### src/rtl/hdma_pkg.sv
package hdma_pkg;
  localparam int ADDR_W     = 32;
  localparam int DATA_W     = 32;
  localparam int CNT_W      = 16;
  localparam int WORD_BYTES = 4;

  localparam logic SEL_BASE  = 1'b0;
  localparam logic SEL_COUNT = 1'b1;

  typedef enum logic [1:0] {
    ST_IDLE  = 2'd0,
    ST_ISSUE = 2'd1,
    ST_WAIT  = 2'd2
  } seq_state_t;

  function automatic logic [ADDR_W-1:0] addr_step(input logic [ADDR_W-1:0] a);
    return a + ADDR_W'(WORD_BYTES);
  endfunction

  function automatic logic [CNT_W-1:0] cnt_step(input logic [CNT_W-1:0] c);
    return c - CNT_W'(1);
  endfunction

  function automatic logic cnt_is_last(input logic [CNT_W-1:0] c);
    return c == CNT_W'(1);
  endfunction
endpackage

### src/rtl/hdma_regs.sv
module hdma_regs
  import hdma_pkg::*;
(
  input  logic              clk,
  input  logic              rst_n,
  input  logic              wr_en,
  input  logic              wr_sel,
  input  logic [DATA_W-1:0] wr_data,
  input  logic              busy,
  input  logic              step,
  output logic [ADDR_W-1:0] base_q,
  output logic [CNT_W-1:0]  cnt_q,
  output logic              start
);
  logic count_wr;
  logic [CNT_W-1:0] wr_count;

  assign wr_count = wr_data[CNT_W-1:0];
  assign count_wr = wr_en && (wr_sel == SEL_COUNT);
  assign start    = count_wr && !busy && (wr_count != '0);

  always_ff @(posedge clk) begin
    if (!rst_n) begin
      base_q <= '0;
      cnt_q  <= '0;
    end else begin
      if (wr_en && (wr_sel == SEL_BASE))
        base_q <= wr_data[ADDR_W-1:0];
      if (start)
        cnt_q <= wr_count;
      else if (step)
        cnt_q <= cnt_step(cnt_q);
    end
  end

  // each step lowers the count by one
  a_r5_count_step: assert property (@(posedge clk) disable iff (!rst_n)
    step |=> cnt_q == $past(cnt_q) - CNT_W'(1));

  // while active, the count only moves on a step
  a_r9_busy_ignores_write: assert property (@(posedge clk) disable iff (!rst_n)
    (busy && !step) |=> $stable(cnt_q));
endmodule

### src/rtl/hdma_seq.sv
module hdma_seq
  import hdma_pkg::*;
#(
  parameter int FREE_W = 9
) (
  input  logic              clk,
  input  logic              rst_n,
  input  logic              start,
  input  logic [ADDR_W-1:0] base_q,
  input  logic [CNT_W-1:0]  cnt_q,
  input  logic [FREE_W-1:0] q_free,
  input  logic              req_ready,
  input  logic              rsp_valid,
  input  logic [DATA_W-1:0] rsp_data,
  output logic              busy,
  output logic              req_valid,
  output logic [ADDR_W-1:0] req_addr,
  output logic              step,
  output logic              q_push,
  output logic [DATA_W-1:0] q_data,
  output logic              done
);
  seq_state_t state_q;
  logic [ADDR_W-1:0] addr_q;
  logic has_room;
  logic req_fire;
  logic last_word;

  assign has_room  = (q_free != '0);
  assign busy      = (state_q != ST_IDLE);
  assign req_valid = (state_q == ST_ISSUE) && has_room;
  assign req_fire  = req_valid && req_ready;
  assign step      = (state_q == ST_WAIT) && rsp_valid;
  assign last_word = step && cnt_is_last(cnt_q);
  assign q_push    = step;
  assign q_data    = rsp_data;
  assign req_addr  = addr_q;

  always_ff @(posedge clk) begin
    if (!rst_n) begin
      state_q <= ST_IDLE;
      addr_q  <= '0;
      done    <= 1'b0;
    end else begin
      done <= last_word;
      unique case (state_q)
        ST_IDLE: begin
          if (start) begin
            addr_q  <= base_q;
            state_q <= ST_ISSUE;
          end
        end
        ST_ISSUE: begin
          if (req_fire) state_q <= ST_WAIT;
        end
        ST_WAIT: begin
          if (step) begin
            addr_q  <= addr_step(addr_q);
            state_q <= last_word ? ST_IDLE : ST_ISSUE;
          end
        end
        default: state_q <= ST_IDLE;
      endcase
    end
  end

  // never push into a full queue
  a_r3_no_overflow: assert property (@(posedge clk) disable iff (!rst_n)
    q_push |-> q_free != '0);

  // address advances one word per push
  a_r4_addr_step: assert property (@(posedge clk) disable iff (!rst_n)
    q_push |=> req_addr == $past(req_addr) + ADDR_W'(WORD_BYTES));

  // a stalled request holds its address, and is not withdrawn while room remains
  a_r7_req_hold: assert property (@(posedge clk) disable iff (!rst_n)
    (req_valid && !req_ready) |=> (req_valid && $stable(req_addr)));

  // no second request before the response
  a_r7_one_outstanding: assert property (@(posedge clk) disable iff (!rst_n)
    req_fire |=> !req_valid);
endmodule

### src/rtl/hdma_loader.sv
module hdma_loader
  import hdma_pkg::*;
#(
  parameter int FREE_W = 9
) (
  input  logic              clk,
  input  logic              rst_n,
  input  logic              reg_wr_en,
  input  logic              reg_wr_sel,
  input  logic [31:0]       reg_wr_data,
  output logic [15:0]       cnt_left,
  output logic              busy,
  output logic              done,
  output logic              mem_req_valid,
  input  logic              mem_req_ready,
  output logic [31:0]       mem_addr,
  input  logic              mem_rsp_valid,
  input  logic [31:0]       mem_rsp_data,
  input  logic [FREE_W-1:0] q_free,
  output logic              q_push,
  output logic [31:0]       q_data
);
  logic [ADDR_W-1:0] base_q;
  logic [CNT_W-1:0]  cnt_q;
  logic start;
  logic step;

  hdma_regs u_regs (
    .clk     (clk),
    .rst_n   (rst_n),
    .wr_en   (reg_wr_en),
    .wr_sel  (reg_wr_sel),
    .wr_data (reg_wr_data),
    .busy    (busy),
    .step    (step),
    .base_q  (base_q),
    .cnt_q   (cnt_q),
    .start   (start)
  );

  hdma_seq #(.FREE_W(FREE_W)) u_seq (
    .clk       (clk),
    .rst_n     (rst_n),
    .start     (start),
    .base_q    (base_q),
    .cnt_q     (cnt_q),
    .q_free    (q_free),
    .req_ready (mem_req_ready),
    .rsp_valid (mem_rsp_valid),
    .rsp_data  (mem_rsp_data),
    .busy      (busy),
    .req_valid (mem_req_valid),
    .req_addr  (mem_addr),
    .step      (step),
    .q_push    (q_push),
    .q_data    (q_data),
    .done      (done)
  );

  assign cnt_left = cnt_q;

  // done is a single-cycle pulse with the engine idle
  a_r10_done_single: assert property (@(posedge clk) disable iff (!rst_n)
    done |=> !done);
  a_r10_done_idle: assert property (@(posedge clk) disable iff (!rst_n)
    done |-> (!busy && cnt_left == '0));

  // a zero count written while idle starts nothing
  a_r8_zero_count: assert property (@(posedge clk) disable iff (!rst_n)
    (reg_wr_en && reg_wr_sel && reg_wr_data[15:0] == 16'd0 && !busy) |=> !busy);
endmodule

### config.mk
export PLATFORM = sky130hd
export DESIGN_NAME = hdma_loader
export DESIGN_NICKNAME = d
export VERILOG_FILES = /design/src/rtl/hdma_pkg.sv /design/src/rtl/hdma_regs.sv /design/src/rtl/hdma_seq.sv /design/src/rtl/hdma_loader.sv
export SDC_FILE = /design/constraint.sdc
export NUM_CORES = 1
export LEC_CHECK = 0
export BUFFER_PORTS_ARGS = -buffer_cell sky130_fd_sc_hd__buf_2
export CAP_MARGIN = 20
export CORE_MARGIN = 4
export CORE_UTILIZATION = 40
export DETAILED_ROUTE_END_ITERATION = 12
export PLACE_DENSITY_LB_ADDON = 0.3
export REMOVE_ABC_BUFFERS = 1
export SYNTH_ARGS = -nofsm -noshare
export SYNTH_HDL_FRONTEND = slang
export SYNTH_HIERARCHICAL = 1
export SYNTH_SLANG_ARGS = --single-unit
### constraint.sdc
create_clock -name clk -period 6.9 [get_ports clk]
set_input_delay 1.035 -clock clk [delete_from_list [all_inputs] [get_ports clk]]
set_output_delay 1.035 -clock clk [all_outputs]
set_load 0.02 [all_outputs]
==> reports/summary.txt <==
RSZ-0062 raised after global routing: no
Post-cts gate resize count: 0
CP required: 7.11 ns
Crit path from: reg_wr_data[7]
Final Skew: 0.00717 ns
Peak supply drop: 0.000131 V
Reg-to-reg critical path endpoint: u_seq/req_addr[29]
GRT overflow: 0
Max incr delay on CP: 0.63 ns
Setup Fix Bufs, Post-CTS: 0
Initial antenna violation count: 0
Nets: 737
Status: complete, no violations
RePlAce Congestion: 0.912
Worst skew pair latency: 0.33 ns
Clock Pin Slew Worst Setup and Hold Paths: 0.06 ns
CP arrival: 4.28 ns
Final Max Tran Viols: 0
Count leader, synth: nand2_1
WL final: 15.7 mm
Fmax: 0.246 GHz
Hold_ws: 0.449 ns
Yosys reg bits: 83
Worst-path cell chain: buf_2 > nor4_1 > nand4_1 > nand2_1 > inv_2 > mux2i_1 > or2_2 > o21ai_0 > or3_1
Tcrit/Tclk final: 0.590
Cell Pwr Density: 224 nW/um^2
Worst setup path endpoint: u_seq/req_addr[29]
Filler cell count: 1184
Synth top cells by count: nand2_1 (97), dfxtp_1 (83), a21oi_1 (60)
Core box area: 11600 um^2
Critical Path Source Type: input pin
Crit-path max FO: 28
Detail Route Antenna Nets: 0
DRC viols: 0
Max H-tree Level: 3
Sequential standard cell area: 1660 um^2
First-pass GRT wire length: 24.9 mm
Setup Total Neg Slack: 0 ns
All-layer global routing usage: 0.219
Hold crit path type: reg2reg
Avg Cell Area, Syn: 7.77 um^2
ANT cells: 0
Clk buf depth: 2
Die width: 118 um
Layout cells sized above 1: 0.208
Clk root buf: clkbuf_16
Placed cell area: 5110 um^2
Largest net degree at the start of global routing: 36
Number of max-cap violations: 0
Die height: 118 um
Worst slew margin: 0.400
DRT Pass-1 Iters: 4
Leakage power: 2.03 nW
Synthesized area: 4820 um^2
Overall die area: 13900 um^2
R2R depth: 8
Cells after synthesis: 620
Avg Vias per Cell: 6.07
CP Capture Type: register
Main synth FF type: dfxtp_1
Post-synth EDFFs: 0
Final setup fails: 0
YS warnings: 6
Vias: 4868
Share of the synthesized area in the top cell type: 0.345
Initial core utilization: 0.415
Final hold vios: 0
CTS tree: built
Sequential share of the synthesized area: 0.345
R2R Setup Slk: 3.45 ns
Critical setup path kind: in2reg
Slowest stage cell, crit path: mux2i_1
Initial detailed-routing violation count: 427
Cell taking the most area after synthesis: dfxtp_1
Measured slew at the worst slew-check pin: 0.892 ns
Asr flop ratio synth: 0
Dpl hpwl: 11.3 mm
Cell Rows: 39
Synth unique cells: 66
TritonCTS buffer count: 9
Multi-input gate area: 2670 um^2
Top area cells in the synthesized netlist: dfxtp_1 (34%), nand2_1 (7.6%), a21oi_1 (6.2%)
I/O Buffers: 98
Final Cell Area: 5430 um^2
Post-DR wirelength/cell: 19.5 um
P&R area growth vs syn: 12.6%
Tmin final: 4.07 ns
Cts hold-fix bufs: 0
Worst r2r src: u_seq/state_q[1]
Vias in the first global route: 4689
IO Count: 163
Clk sinks: 83
[how the worst min path moves through the flow]
stage                           start                end  slack, ns  depth (start not counted)
finish               u_regs/base_q[5]   u_regs/base_q[5]       0.45                          2
global route        u_regs/base_q[21]  u_regs/base_q[21]       0.47                          2
CTS                  u_regs/base_q[5]   u_regs/base_q[5]       0.45                          2
detailed placement   u_regs/base_q[5]   u_regs/base_q[5]       0.44                          2
global placement     u_regs/base_q[5]   u_regs/base_q[5]       0.44                          2
floorplan           u_regs/base_q[15]  u_regs/base_q[15]       0.43                          2
[final cells by class]
type	instances	area share
clock buffers	12	0.0473
clock inverters	2	0.0111
inverters	10	0.00692
multi-input cells	445	0.493
well taps	143	0.0330
flip-flops and latches	83	0.306
repair buffers	107	0.103
[worst max-delay path: cells and delay by family]
| kind | cells | cell delay (ns) |
|---|---|---|
| simple gates | 5 | 2.22 |
| buf+inv | 2 | 0.22 |
| mux | 1 | 0.63 |
| compound gates | 1 | 0.17 |
[cell usage in the layout (no fill, tap or decap), types with 7 or more instances in the layout]
cell type / instances
buf_2: 98
nand2_1: 97
dfxtp_1: 83
a21oi_1: 60
nor2_1: 24
nor4_1: 22
nor3_1: 22
nand3_1: 18
nand4_1: 17
o21ai_0: 16
a31oi_1: 10
clkbuf_16: 9
inv_1: 9
o31ai_1: 9
nor4b_1: 9
or4_1: 9
buf_4: 9
a211oi_1: 8
and4_1: 7
xnor2_1: 7
[cell families after synthesis]
group | after synthesis | share of synthesized area
AOI/OAI and AO/OA | 155 | 0.208
xor gates and xnor gates | 13 | 0.0236
adders and majority gates | 2 | 0.00519
buffers and inverters | 92 | 0.102
DFF | 83 | 0.345
muxes | 4 | 0.00831
and+or+nand+nor | 271 | 0.308
[report_power, final]
group	total, mW	switching, mW	internal, mW	leakage, nW
clock network	0.520	0.187	0.333	0.155
logic	0.161	0.103	0.0580	1.20
registers	0.532	0.0300	0.502	0.677
total	1.21	0.320	0.893	2.03
[state kept, by name (all words and copies together) (netlist names)]
name	count
u_regs/cnt_q	16
u_seq/state_q	2
u_seq/req_addr	32
u_seq/done	1
u_regs/base_q	32
[metal layers]
| metal | vias up | GRT usage | part of all wire |
|---|---|---|---|
| met4 | 2 | 0.0505 | 0.011 |
| li1 | 2321 | - | - |
| met3 | 21 | 0.0692 | 0.089 |
| met1 | 2284 | 0.306 | 0.47 |
| met5 | - | 0.0294 | 0.0025 |
| met2 | 240 | 0.327 | 0.43 |
[through the flow]
| step | instances | total power, mW | utilization | setup WS (ns) |
|---|---|---|---|---|
| finish | 802 | 1.21 | 0.467 | 2.83 |
| global route | 802 | 1.26 | 0.467 | 2.50 |
| CTS | 802 | 1.22 | 0.467 | 2.90 |
| detailed placement | 788 | 0.701 | 0.440 | 2.55 |
| global placement | 788 | 0.698 | 0.440 | 2.65 |
| floorplan | 538 | 0.630 | - | 3.60 |
No activity file was read; power rests on OpenSTA's default activity.
